**src/rtl/busclr_pkg.sv**
```systemverilog
package busclr_pkg;

    typedef enum logic [1:0] {
        PH_IDLE = 2'd0,
        PH_LOW  = 2'd1,
        PH_HIGH = 2'd2
    } phase_e;

    // Bit order matters: mon[1] = SCL, mon[0] = SDA.
    typedef struct packed {
        logic scl;
        logic sda;
    } lines_t;

    function automatic int unsigned bits_for(input int unsigned v);
        return (v < 2) ? 1 : $clog2(v);
    endfunction

    function automatic int unsigned max2(input int unsigned a, input int unsigned b);
        return (a > b) ? a : b;
    endfunction

endpackage

```
**src/rtl/busclr_sync.sv**
```systemverilog
module busclr_sync
    import busclr_pkg::*;
#(
    parameter int unsigned STAGES = 2
) (
    input  logic   clk,
    input  logic   rst,
    input  lines_t d,
    output lines_t q
);
    logic [STAGES-1:0] scl_sh;
    logic [STAGES-1:0] sda_sh;

    generate
        if (STAGES == 1) begin : g_one
            always_ff @(posedge clk) begin
                if (rst) begin
                    scl_sh <= '1;
                    sda_sh <= '1;
                end else begin
                    scl_sh <= d.scl;
                    sda_sh <= d.sda;
                end
            end
        end else begin : g_many
            always_ff @(posedge clk) begin
                if (rst) begin
                    scl_sh <= '1;
                    sda_sh <= '1;
                end else begin
                    scl_sh <= {scl_sh[STAGES-2:0], d.scl};
                    sda_sh <= {sda_sh[STAGES-2:0], d.sda};
                end
            end
        end
    endgenerate

    assign q.scl = scl_sh[STAGES-1];
    assign q.sda = sda_sh[STAGES-1];
endmodule

```
**src/rtl/busclr_filt.sv**
```systemverilog
module busclr_filt
    import busclr_pkg::*;
#(
    parameter int unsigned LEN = 4
) (
    input  logic clk,
    input  logic rst,
    input  logic din,
    input  logic bypass,
    output logic dout
);
    localparam int unsigned CW = bits_for(LEN + 1);
    localparam logic [CW-1:0] LAST = CW'(LEN - 1);

    logic          held;
    logic [CW-1:0] run;

    // The held level changes only after LEN consecutive differing samples.
    always_ff @(posedge clk) begin
        if (rst) begin
            held <= 1'b1;
            run  <= '0;
        end else if (din == held) begin
            run <= '0;
        end else if (run == LAST) begin
            held <= din;
            run  <= '0;
        end else begin
            run <= run + 1'b1;
        end
    end

    assign dout = bypass ? din : held;
endmodule

```
**src/rtl/busclr_seq.sv**
```systemverilog
module busclr_seq
    import busclr_pkg::*;
#(
    parameter int unsigned LOW_CYC  = 588,
    parameter int unsigned HIGH_CYC = 500,
    parameter int unsigned CNT_W    = 4
) (
    input  logic             clk,
    input  logic             rst,
    input  logic             req,
    input  logic [CNT_W-1:0] cnt,
    input  logic             sda_hi,
    output logic             scl_oe,
    output logic             busy,
    output logic             done
);
    localparam int unsigned TW = bits_for(max2(LOW_CYC, HIGH_CYC));
    localparam logic [TW-1:0] LOW_LAST  = TW'(LOW_CYC - 1);
    localparam logic [TW-1:0] HIGH_LAST = TW'(HIGH_CYC - 1);

    phase_e           phase;
    logic [TW-1:0]    tmr;
    logic [CNT_W-1:0] left;

    always_ff @(posedge clk) begin
        if (rst) begin
            phase <= PH_IDLE;
            tmr   <= '0;
            left  <= '0;
            done  <= 1'b0;
        end else begin
            done <= 1'b0;
            unique case (phase)
                PH_IDLE: begin
                    if (req) begin
                        if (cnt == '0 || sda_hi) begin
                            done <= 1'b1;
                        end else begin
                            phase <= PH_LOW;
                            tmr   <= LOW_LAST;
                            left  <= cnt;
                        end
                    end
                end
                PH_LOW: begin
                    if (tmr == '0) begin
                        phase <= PH_HIGH;
                        tmr   <= HIGH_LAST;
                    end else begin
                        tmr <= tmr - 1'b1;
                    end
                end
                PH_HIGH: begin
                    if (tmr != '0) begin
                        tmr <= tmr - 1'b1;
                    end else if (left == CNT_W'(1)) begin
                        phase <= PH_IDLE;
                        done  <= 1'b1;
                    end else begin
                        left  <= left - 1'b1;
                        phase <= PH_LOW;
                        tmr   <= LOW_LAST;
                    end
                end
                default: phase <= PH_IDLE;
            endcase
        end
    end

    assign scl_oe = (phase == PH_LOW);
    assign busy   = (phase != PH_IDLE);
endmodule

```
**src/rtl/busclr_gen.sv**
```systemverilog
module busclr_gen
    import busclr_pkg::*;
#(
    parameter int unsigned LOW_CYC     = 588,
    parameter int unsigned HIGH_CYC    = 500,
    parameter int unsigned SYNC_STAGES = 2,
    parameter int unsigned FILT_LEN    = 4
) (
    input  logic       clk,
    input  logic       rst,
    input  logic       req,
    input  logic [3:0] cyc_cnt,
    input  logic       filt_bypass,
    input  logic       scl_i,
    input  logic       sda_i,
    output logic       scl_oe,
    output logic       sda_oe,
    output logic       busy,
    output logic       done,
    output logic [1:0] mon,
    output logic       sda_flt
);
    lines_t pads;
    lines_t synced;

    assign pads.scl = scl_i;
    assign pads.sda = sda_i;

    busclr_sync #(.STAGES(SYNC_STAGES)) u_sync (
        .clk (clk),
        .rst (rst),
        .d   (pads),
        .q   (synced)
    );

    busclr_filt #(.LEN(FILT_LEN)) u_filt (
        .clk    (clk),
        .rst    (rst),
        .din    (synced.sda),
        .bypass (filt_bypass),
        .dout   (sda_flt)
    );

    busclr_seq #(
        .LOW_CYC  (LOW_CYC),
        .HIGH_CYC (HIGH_CYC),
        .CNT_W    (4)
    ) u_seq (
        .clk    (clk),
        .rst    (rst),
        .req    (req),
        .cnt    (cyc_cnt),
        .sda_hi (synced.sda),
        .scl_oe (scl_oe),
        .busy   (busy),
        .done   (done)
    );

    assign mon    = synced;
    assign sda_oe = 1'b0;
endmodule

```
**config.mk**
```make
export PLATFORM = sky130hd
export DESIGN_NAME = busclr_gen
export DESIGN_NICKNAME = d
export VERILOG_FILES = /design/src/rtl/busclr_pkg.sv /design/src/rtl/busclr_sync.sv /design/src/rtl/busclr_filt.sv /design/src/rtl/busclr_seq.sv /design/src/rtl/busclr_gen.sv
export SDC_FILE = /design/constraint.sdc
export NUM_CORES = 1
export LEC_CHECK = 0
export ABC_AREA = 1
export CELL_PAD_IN_SITES_DETAIL_PLACEMENT = 1
export CELL_PAD_IN_SITES_GLOBAL_PLACEMENT = 1
export CORE_MARGIN = 2
export CORE_UTILIZATION = 45
export DETAILED_ROUTE_END_ITERATION = 10
export DONT_BUFFER_PORTS = 1
export GPL_TIMING_DRIVEN = 0
export PLACE_DENSITY_LB_ADDON = 0.25
export SLEW_MARGIN = 20
export SYNTH_ARGS = -nofsm -noshare
export SYNTH_HDL_FRONTEND = slang
export SYNTH_SLANG_ARGS = --single-unit
```
**constraint.sdc**
```tcl
create_clock -name clk -period 1.7 [get_ports clk]
set_input_delay 0.51 -clock clk [delete_from_list [all_inputs] [get_ports clk]]
set_output_delay 0.51 -clock clk [all_outputs]
set_load 0.005 [all_outputs]
```
==> flow_summary.ini <==
[placement]
dpl_cell_area_sq_mm = 0.001688
place.gp.congestion = 0.7648
dp_cells = 287
portBuffers = 0
hpwl_um = 3020

[sta]
min_period_ns = 1.650
fin_skew_ns = 0.006039
hold_viol_final = 0
final-max-slew-violation-count = 0
holdWs_ns = 0.2528
fmax_mhz = 605.9
worst_pin_slew_ns = 0.5756
setup_tns_ns = 0
finalSetupViolCount = 0
min_period_over_period = 0.9708
slew_headroom = 0.6163

[global_routing]
antenna_found_initial = 0
grt_pass1_wl_um = 6672
grt_start_max_net_pins = 16
grt_overflow = 0
grtUsageTotal = 0.2101
grt_pass1_vias = 1476

[clock_tree]
cts.htree.levels = 1
clock_latency_ns = 0.34
cts_tree = yes
cts_inserted_buffers = 3
cts_sinks = 25
clk_path_buf_depth = 2
cts_root_buffer = clkbuf_4
clk_pin_slew_worst_paths_ns = 0.15

[synthesis]
ys_warn_count = 0
yosysUniqueCellTypes = 28
synthArstFlopShare = 0
ys.flop_type = dfxtp_1
postSynthCellCount = 241
syn_nets = 260
synth_area_per_cell_sq_um = 6.765
netlist_area_sq_mm = 0.001630
yosysSeqAreaShare = 0.3070
ys_ff_latch = 25
synth_edf_count = 0

[finish]
layout-drive-gt1-share = 0.2329
layout_commonest_cell = nand2_1
seq_area_sq_um = 504.2
multi_input_area_sq_um = 988.4
fillCellCount = 464
stdcell_count = 295
design_area_sq_mm = 0.001799
final_cell_mix = 61 x nand2_1, 30 x inv_1, 30 x nor2_1
nNetsFinal = 269
diodes = 0
syn_to_final_growth_pct = 10.36

[detailed_routing]
firstDrtPassIters = 4
ant_nets = 0
drc = 0
drt-initial-drc-count = 58
vias_per_cell = 4.983
wl_per_cell_um = 13.75
dr_total_vias = 1470
wl_um = 4057

[die]
core_area_sq_mm = 0.003416
fp.dieArea_sq_mm = 0.004120
initial_core_util = 0.4773
die_w_um = 64.19
rows = 21
die_h_um = 64.19
ios = 17

[setup_path]
end_kind = output port
path_class = flip-flop to output port
start_kind = flip-flop
cp.required_ns = 1.19
crit_fanout = 4
critical_path_arrival_ns = 1.14

[power_and_ir_drop]
ir_drop_mv = 0.8942
power_density_mw_per_mm2 = 2089
power.total_mw = 3.758
leakage_nw = 0.8309

[run]
max_cap_violations = 0

[status]
outcome = finished, final reports clean

[min_path]
hold_path.class = primary input to flip-flop
[final cells by class]
| cell class | instances | area share |
|---|---|---|
| Clock buffer | 3 | 0.01252 |
| Sequential cell | 25 | 0.2802 |
| Clock inverter | 1 | 0.004172 |
| Inverter | 37 | 0.07789 |
| Buffer | 7 | 0.03129 |
| Timing Repair Buffer | 3 | 0.01252 |
| Tap cell | 46 | 0.03199 |
| Multi-Input combinational cell | 173 | 0.5494 |
[power breakdown]
part	switching [mW]	internal (mW)
Combinational	1.57	0.930
Clock	0.202	0.0906
Sequential	0.192	0.772
Total	1.97	1.79
[routing by layer]
layer,track usage,share of wire,up-vias
met1,0.2598,0.45,689
met5,0,0,-
met2,0.3542,0.50,18
met3,0.04049,0.026,7
li1,-,-,756
met4,0.09043,0.021,0
[repair_timing]
item,in CTS,in global routing
setup endpoints to repair,12,17
pin swaps,0,2
gates cloned,0,1
hold buffers,0,0
setup buffers,0,3
resized for setup,5,10
[stage by stage]
| stage | util | worst slack [ns] |
|---|---|---|
| 2_1_floorplan | - | 0.2276 |
| 3_3_place_gp | 0.4941 | -0.01475 |
| 3_5_place_dp | 0.4941 | -0.08595 |
| 4_1_cts | 0.5062 | 0.004455 |
| 5_1_grt | 0.5267 | -0.03011 |
| 6_report | 0.5267 | 0.04969 |
[cells by family (layout without fill, tap and decap cells)]
group / Yosys count / count (layout) / share of synthesized area
buffers and inverters: 44 / 51 / 0.1189
other: 1 / 1 / 0.002300
adder cells (fa/ha/maj): 9 / 9 / 0.06907
flip-flops: 25 / 25 / 0.3070
AND/OR/NAND/NOR: 133 / 134 / 0.3998
XOR/XNOR: 1 / 1 / 0.005373
AO/OA/AOI/OAI: 28 / 28 / 0.09747
[cell usage after synthesis, types with 3 or more instances]
cell type / n / share of area
a21oi_1: 11 / 0.034
o21ai_0: 8 / 0.025
or2_2: 5 / 0.019
nand3_1: 11 / 0.034
buf_4: 3 / 0.014
inv_1: 32 / 0.074
nor2_2: 5 / 0.019
nand2_2: 6 / 0.023
nand4_1: 3 / 0.012
nand3_4: 3 / 0.032
a21oi_2: 3 / 0.016
dfxtp_1: 25 / 0.31
nand2_1: 63 / 0.15
nor2_1: 30 / 0.069
inv_2: 4 / 0.0092
nor2_4: 4 / 0.028
o21ai_1: 3 / 0.0092
ha_1: 9 / 0.069
[sequential cells by signal, indices dropped and copies added, names as in the netlist]
name and count:
u_seq.phase 2, u_seq.tmr 10, u_filt.held 1, u_sync.scl_sh 2, u_seq.left 4, u_seq.done 1, u_sync.sda_sh 2, u_filt.run 3
[worst max-delay path, stage by stage (launching register included)]
cell and delay [ns]:
dfxtp_2 0.39, inv_1 0.10, ha_4 0.19, inv_1 0.11
[path summary, 6_finish.rpt]
path / start / to / slack (ns) / cells after the start
worst max-delay path: u_seq.phase[1] / busy / 0.05 / 3
worst min-delay path: sda_i / u_sync.sda_sh[0] / 0.25 / 1
worst max register to register: u_seq.tmr[0] / u_seq.tmr[9] / 0.14 / 11
worst min register to register: u_sync.scl_sh[0] / u_sync.scl_sh[1] / 0.43 / 1
Power figures use the tool's default switching activity.
